## src/rtl/lbl_pkg.sv

```systemverilog
package lbl_pkg;

  localparam logic [15:0] ETYPE_VLAN = 16'h8100;
  localparam logic [15:0] ETYPE_FINE = 16'h893B;

  typedef enum logic [1:0] {
    CLS_UNKNOWN = 2'd0,
    CLS_VLAN    = 2'd1,
    CLS_FINE    = 2'd2,
    CLS_BAD     = 2'd3
  } lbl_class_e;

  typedef struct packed {
    logic [2:0]  pcp;
    logic        dei;
    logic [11:0] id;
  } tag_word_t;

  typedef struct packed {
    lbl_class_e  cls;
    logic        discard;
    logic [23:0] label;
    logic [2:0]  tx_pcp;
    logic        tx_dei;
    logic [2:0]  org_pcp;
    logic        org_dei;
  } lbl_result_t;

endpackage

```

## src/rtl/lbl_beat_ctr.sv

```systemverilog
module lbl_beat_ctr #(
  parameter int MAX_POS = 20,
  parameter int CNT_W   = 5
) (
  input  logic             clk_i,
  input  logic             rst_ni,
  input  logic             beat_i,
  input  logic             last_i,
  input  logic             decide_i,
  output logic [CNT_W-1:0] pos_o,
  output logic             done_o
);

  logic [CNT_W-1:0] pos_q;
  logic             done_q;

  always_ff @(posedge clk_i or negedge rst_ni) begin
    if (!rst_ni) begin
      pos_q  <= '0;
      done_q <= 1'b0;
    end else if (beat_i) begin
      if (last_i) begin
        pos_q  <= '0;
        done_q <= 1'b0;
      end else begin
        // saturate: bytes past the label area carry no meaning
        if (pos_q < CNT_W'(MAX_POS)) pos_q <= pos_q + 1'b1;
        if (decide_i) done_q <= 1'b1;
      end
    end
  end

  assign pos_o  = pos_q;
  assign done_o = done_q;

  a_r9_single_decision: assert property (@(posedge clk_i) disable iff (!rst_ni)
    done_q |-> !decide_i);

  a_r10_restart_after_last: assert property (@(posedge clk_i) disable iff (!rst_ni)
    (beat_i && last_i) |=> (pos_o == '0 && !done_o));

  a_r9_pos_bound: assert property (@(posedge clk_i) disable iff (!rst_ni)
    pos_q <= CNT_W'(MAX_POS));

endmodule

```

## src/rtl/lbl_field_cap.sv

```systemverilog
module lbl_field_cap
  import lbl_pkg::*;
#(
  parameter int ET1_END = 13,
  parameter int W1_END  = 15,
  parameter int CNT_W   = 5
) (
  input  logic             clk_i,
  input  logic             rst_ni,
  input  logic             beat_i,
  input  logic [7:0]       data_i,
  input  logic [CNT_W-1:0] pos_i,
  output logic [15:0]      word_o,
  output tag_word_t        w1_o,
  output logic             fine_o
);

  logic [7:0] prev_q;
  tag_word_t  w1_q;
  logic       fine_q;

  assign word_o = {prev_q, data_i};

  always_ff @(posedge clk_i or negedge rst_ni) begin
    if (!rst_ni) begin
      prev_q <= '0;
      w1_q   <= '0;
      fine_q <= 1'b0;
    end else if (beat_i) begin
      prev_q <= data_i;
      if (pos_i == CNT_W'(ET1_END)) fine_q <= (word_o == ETYPE_FINE);
      if (pos_i == CNT_W'(W1_END))  w1_q   <= tag_word_t'(word_o);
    end
  end

  assign w1_o   = w1_q;
  assign fine_o = fine_q;

endmodule

```

## src/rtl/lbl_decide.sv

```systemverilog
module lbl_decide
  import lbl_pkg::*;
#(
  parameter int ET1_END = 13,
  parameter int W1_END  = 15,
  parameter int ET2_END = 17,
  parameter int W2_END  = 19,
  parameter int CNT_W   = 5
) (
  input  logic             beat_i,
  input  logic             last_i,
  input  logic             done_i,
  input  logic [CNT_W-1:0] pos_i,
  input  logic [15:0]      word_i,
  input  tag_word_t        w1_i,
  input  logic             fine_i,
  output logic             decide_o,
  output lbl_result_t      res_o
);

  tag_word_t cur;
  assign cur = tag_word_t'(word_i);

  always_comb begin
    decide_o = 1'b0;
    res_o    = '0;
    if (beat_i && !done_i) begin
      if (pos_i == CNT_W'(ET1_END)) begin
        if (word_i != ETYPE_VLAN && word_i != ETYPE_FINE) begin
          decide_o      = 1'b1;
          res_o.cls     = CLS_UNKNOWN;
          res_o.discard = 1'b1;
        end
      end else if (pos_i == CNT_W'(W1_END)) begin
        if (!fine_i) begin
          decide_o      = 1'b1;
          res_o.cls     = CLS_VLAN;
          res_o.label   = {12'h000, cur.id};
          res_o.tx_pcp  = cur.pcp;
          res_o.tx_dei  = cur.dei;
          res_o.org_pcp = cur.pcp;
          res_o.org_dei = cur.dei;
        end
      end else if (pos_i == CNT_W'(ET2_END)) begin
        if (fine_i && word_i != ETYPE_FINE) begin
          decide_o      = 1'b1;
          res_o.cls     = CLS_BAD;
          res_o.discard = 1'b1;
        end
      end else if (pos_i == CNT_W'(W2_END)) begin
        if (fine_i) begin
          decide_o      = 1'b1;
          res_o.cls     = CLS_FINE;
          res_o.label   = {w1_i.id, cur.id};
          res_o.tx_pcp  = w1_i.pcp;
          res_o.tx_dei  = w1_i.dei;
          res_o.org_pcp = cur.pcp;
          res_o.org_dei = cur.dei;
        end
      end
      // truncated before any decision
      if (!decide_o && last_i) begin
        decide_o      = 1'b1;
        res_o         = '0;
        res_o.cls     = CLS_BAD;
        res_o.discard = 1'b1;
      end
    end
  end

endmodule

```

## src/rtl/inner_label_parser.sv

```systemverilog
module inner_label_parser
  import lbl_pkg::*;
#(
  parameter int MAC_BYTES = 12
) (
  input  logic        clk_i,
  input  logic        rst_ni,
  input  logic [7:0]  s_tdata_i,
  input  logic        s_tvalid_i,
  input  logic        s_tlast_i,
  output logic        s_tready_o,
  output logic        res_valid_o,
  output logic [1:0]  res_class_o,
  output logic        res_discard_o,
  output logic [23:0] res_label_o,
  output logic [2:0]  res_tx_pcp_o,
  output logic        res_tx_dei_o,
  output logic [2:0]  res_org_pcp_o,
  output logic        res_org_dei_o
);

  localparam int ET1_END = MAC_BYTES + 1;
  localparam int W1_END  = MAC_BYTES + 3;
  localparam int ET2_END = MAC_BYTES + 5;
  localparam int W2_END  = MAC_BYTES + 7;
  localparam int MAX_POS = W2_END + 1;
  localparam int CNT_W   = $clog2(MAX_POS + 1);

  logic             ready_q;
  logic             beat;
  logic [CNT_W-1:0] pos;
  logic             done;
  logic [15:0]      word;
  tag_word_t        w1;
  logic             fine;
  logic             decide;
  lbl_result_t      res_d, res_q;
  logic             vld_q;

  assign beat = s_tvalid_i && ready_q;

  lbl_beat_ctr #(.MAX_POS(MAX_POS), .CNT_W(CNT_W)) u_ctr (
    .clk_i, .rst_ni,
    .beat_i  (beat),
    .last_i  (s_tlast_i),
    .decide_i(decide),
    .pos_o   (pos),
    .done_o  (done)
  );

  lbl_field_cap #(.ET1_END(ET1_END), .W1_END(W1_END), .CNT_W(CNT_W)) u_cap (
    .clk_i, .rst_ni,
    .beat_i(beat),
    .data_i(s_tdata_i),
    .pos_i (pos),
    .word_o(word),
    .w1_o  (w1),
    .fine_o(fine)
  );

  lbl_decide #(
    .ET1_END(ET1_END), .W1_END(W1_END), .ET2_END(ET2_END), .W2_END(W2_END), .CNT_W(CNT_W)
  ) u_dec (
    .beat_i  (beat),
    .last_i  (s_tlast_i),
    .done_i  (done),
    .pos_i   (pos),
    .word_i  (word),
    .w1_i    (w1),
    .fine_i  (fine),
    .decide_o(decide),
    .res_o   (res_d)
  );

  always_ff @(posedge clk_i or negedge rst_ni) begin
    if (!rst_ni) begin
      ready_q <= 1'b0;
      vld_q   <= 1'b0;
      res_q   <= '0;
    end else begin
      ready_q <= 1'b1;
      vld_q   <= decide;
      if (decide) res_q <= res_d;
    end
  end

  assign s_tready_o    = ready_q;
  assign res_valid_o   = vld_q;
  assign res_class_o   = res_q.cls;
  assign res_discard_o = res_q.discard;
  assign res_label_o   = res_q.label;
  assign res_tx_pcp_o  = res_q.tx_pcp;
  assign res_tx_dei_o  = res_q.tx_dei;
  assign res_org_pcp_o = res_q.org_pcp;
  assign res_org_dei_o = res_q.org_dei;

  a_r11_discard_clears_fields: assert property (@(posedge clk_i) disable iff (!rst_ni)
    (res_valid_o && res_discard_o) |-> (res_label_o == '0 && res_tx_pcp_o == '0 &&
      !res_tx_dei_o && res_org_pcp_o == '0 && !res_org_dei_o));

  a_r3_vlan_label_narrow: assert property (@(posedge clk_i) disable iff (!rst_ni)
    (res_valid_o && res_class_o == CLS_VLAN) |->
      (res_label_o[23:12] == '0 && res_tx_pcp_o == res_org_pcp_o && res_tx_dei_o == res_org_dei_o));

  a_r9_result_follows_beat: assert property (@(posedge clk_i) disable iff (!rst_ni)
    res_valid_o |-> $past(beat));

  a_r1_no_result_before_ready: assert property (@(posedge clk_i) disable iff (!rst_ni)
    !s_tready_o |-> !res_valid_o);

  a_r4_fine_kept: assert property (@(posedge clk_i) disable iff (!rst_ni)
    (res_valid_o && (res_class_o == CLS_FINE || res_class_o == CLS_VLAN)) |-> !res_discard_o);

endmodule

```

## config.mk

```make
export PLATFORM = sky130hd
export DESIGN_NAME = inner_label_parser
export DESIGN_NICKNAME = d
export VERILOG_FILES = /design/src/rtl/lbl_pkg.sv /design/src/rtl/lbl_beat_ctr.sv /design/src/rtl/lbl_field_cap.sv /design/src/rtl/lbl_decide.sv /design/src/rtl/inner_label_parser.sv
export SDC_FILE = /design/constraint.sdc
export NUM_CORES = 1
export LEC_CHECK = 0
export BUFFER_PORTS_ARGS = -buffer_cell sky130_fd_sc_hd__buf_4
export CORE_MARGIN = 2
export CORE_UTILIZATION = 45
export DETAILED_ROUTE_END_ITERATION = 10
export GPL_ROUTABILITY_DRIVEN = 0
export HOLD_SLACK_MARGIN = 0.02
export PLACE_DENSITY = 0.79
export SETUP_SLACK_MARGIN = 0.1
export SYNTH_ARGS = -nofsm -noshare
export SYNTH_HDL_FRONTEND = slang
export SYNTH_SLANG_ARGS = --single-unit
export TNS_END_PERCENT = 1
```

## constraint.sdc

```tcl
create_clock -name clk_i -period 2.4 [get_ports clk_i]
set_clock_uncertainty 0.05 [all_clocks]
set_input_delay 0.36 -clock clk_i [delete_from_list [all_inputs] [get_ports clk_i]]
set_output_delay 0.36 -clock clk_i [all_outputs]
set_load 0.01 [all_outputs]
```

==> flow_summary.yaml <==
sta:
  hold-worst-slack_ns: 0.0696
  final-max-slew-violation-count: 0
  hold_violations: 0
  finalSetupViolCount: 2
  tightest_slew_ns: 0.860
  timing.final.ws_setup_ns: -0.0503
  rsz0062_at_grt: "yes"
  fin_crit_sh_pct: 102
  timing.setup.tns_ns: -0.0938
  max_freq_mhz: 408
  max-slew-margin-rel_pct: 42.7
  layout_min_cycle_time_ns: 2.45
routing:
  detailed_router_s_first_iteration_violation_count: 119
  route.detailed.vias_per_inst: 5.07
  vias: 2229
  drcViolationCount: 0
  routed_wirelength_um: 7130
  route.detailed.wl_per_inst_um: 16.2
  drtAntennaViolNets: 0
  dr.pass1.iters: 4
placement:
  detailed_place.area_um2: 3720
  portBuffers: 48
  hpwl_um: 4670
  placed_cells_incl_taps: 420
die:
  die-width_um: 88.4
  core_region_area_um2: 6830
  die_area_um2: 7810
  num_io_pins: 49
  start_util_pct: 46.9
  num_rows: 30
  die_height_um: 88.4
setup_path:
  critical_path_fanouts_max: 7
  timing.critical_path.slowest_cell_delay_ns: 0.44
  rr_startpoint: "u_ctr.pos_o[1]"
  cp-start-kind: "flip-flop"
  r2r_cells: 9
  timing.critical_path.cells: "ha_2 -> and3_4 -> ha_4 -> and2b_2 -> nor2_4 -> a21oi_2 -> o31a_4 -> buf_12 -> mux2_4"
  slowest_stage: "sky130_fd_sc_hd__o31a_4"
  r2r_setup_slack_ns: -0.05
  critical_path_arrival_ns: 2.63
  worst-endpoint-required_ns: 2.58
  criticalPathCategory: "reg2reg"
  worst_r2r_endpoint: "res_tx_pcp_o[2]"
  worst_setup_path_end_kind: "flip-flop"
power_and_ir_drop:
  vdd.ir_drop.worst_mv: 0.297
  cellPowerDensity_nw_per_um2: 595
  cellLeakagePower_nw: 1.79
hold_path:
  worstHoldPathType: "in2async"
yosys:
  synth.cell_area_um2: 3200
  mappedNetlistNets: 286
  synth_edf_count: 0
  ys_seq_area_share_pct: 53.1
  synthesis.yosys.warnings: 0
  ys_seq_elements: 68
  yosys-top-cells-area: "sky130_fd_sc_hd__dfrtp_1, sky130_fd_sc_hd__mux2i_1, sky130_fd_sc_hd__mux2_2"
  ys_flop_type: "sky130_fd_sc_hd__dfrtp_1"
  yosysMostFrequentCell: "sky130_fd_sc_hd__dfrtp_1"
  synth_top_area_share_pct: 53.1
  asyncSetResetFlopFracSynth_pct: 100
  ys_types: 44
  post_synth_most_frequent_cells: "sky130_fd_sc_hd__dfrtp_1, sky130_fd_sc_hd__nand2_1, sky130_fd_sc_hd__inv_1"
  synth.avg_cell_area_um2: 11.8
  post_synth_inst_count: 271
  synth_largest_area_cell: "sky130_fd_sc_hd__dfrtp_1"
layout:
  post-route-cell-area_um2: 4010
  diodes: 0
  post_layout_nonfiller_instances: 440
  area_taken_by_multi_input_logic_gates_um2: 1330
  final_net_count: 356
  fillers: 576
  drive_gt1_share_pct: 37.8
  final-seq-area_um2: 1700
  area_growth_syn_to_layout_pct: 25.2
  final_core_util_pct: 58.7
global_route:
  largest_net_degree_at_the_start_of_global_routing: 69
  first_global_vias: 2345
  track_usage_pct: 19.6
  number_of_antenna_violations_at_the_first_check_in_global_routing: 0
  wire_length_of_the_first_global_routing_pass_um: 11600
  grt_remaining_overflow: 0
clock_tree:
  clockRootBuffer: "sky130_fd_sc_hd__clkbuf_8"
  cts.sink_count: 68
  clock_tree_from_tritoncts: "built"
  cts_made_buffers: 9
  clk_transition_reported_paths_ns: 0.07
  cts_htree_levels: 3
  clock_insertion_delay_worst_skew_ns: 0.35
  cts_max_path_buffers: 2
flow_run:
  max_cap_violations: 0
run_status:
  failed_checks: "negative setup slack"
  outcome: "complete, but fails checks"
how the worst max path moves through the flow:
stage / from / to / slack (ns)
detailed placement: u_ctr.pos_o[1] / res_label_o[0] / -0.12
CTS: u_ctr.pos_o[1] / res_tx_pcp_o[2] / 0.02
global placement: s_tdata_i[3] / res_label_o[14] / -0.03
finish: u_ctr.pos_o[1] / res_tx_pcp_o[2] / -0.05
floorplan: u_ctr.pos_o[0] / res_tx_dei_o / 0.08
global route: u_ctr.pos_o[1] / res_tx_pcp_o[2] / -0.10
cells in the final DEF (no fill, tap or decap), drive strengths merged, types with 4 or more instances in the layout:
cell type / instances
buf: 69
mux2i: 28
o21ai: 6
a21oi: 10
nand2b: 4
nor2: 7
clkbuf: 12
dfrtp: 68
nand3b: 4
inv: 33
nand2: 38
mux2: 28
metal layers:
metal	track usage, %	routed length, um	vias up
li1	-	-	1050
met1	26.7	3210	1098
met2	29.9	3400	63
met3	3.82	330	18
met4	10.2	184	0
met5	0	0	-
power by group:
part	total [mW]	internal, mW	switching, mW
combinational	0.220	0.106	0.114
sequential	1.22	1.18	0.0385
clock	0.943	0.524	0.419
total	2.38	1.81	0.571
registers in the layout, indices dropped and copies added (netlist names), 2 cells and up:
name           flops
res_label_o       24
u_cap.w1_o        16
u_cap.prev_q       8
res_tx_pcp_o       3
res_org_pcp_o      3
u_ctr.pos_o        5
res_class_o        2
through the flow:
stage               total power, mW  worst slack [ns]
floorplan                      1.35            0.0789
global placement               1.43           -0.0278
detailed placement             1.44            -0.121
CTS                            2.39            0.0219
global route                   2.47            -0.101
finish                         2.38           -0.0503
layout make-up:
cell class	instances	area share, %
timing repair buffer	69	13.6
clock inverter	2	0.874
sequential	68	42.5
inverter	33	3.09
clock buffer	12	3.87
tap	96	3.00
multi-input combinational	160	33.1
logic make-up after synthesis:
group | count (synthesis) | share of synthesized area [%]
AO/OA/AOI/OAI | 27 | 5.82
AND/OR/NAND/NOR | 73 | 13.3
adder cells (fa/ha/maj) | 3 | 1.17
multiplexers | 56 | 19.1
other | 1 | 0.117
buffers and inverters | 43 | 7.35
flip-flops | 68 | 53.1
worst max-delay path: cells and delay by family, from the launching register on:
family	cells	cell delay [ns]
buf+inv	1	0.15
flops	1	0.42
fa+ha+maj	2	0.36
mux	1	0.29
simple gates	3	0.54
compound gates	2	0.53
repair_timing:
action	in CTS	in global routing
pin swaps	2	3
setup buffers	3	3
hold buffers	0	0
endpoints found under the setup margin	36	35
gates resized for setup	7	3
Note: power is estimated with default switching activity, not from simulation.
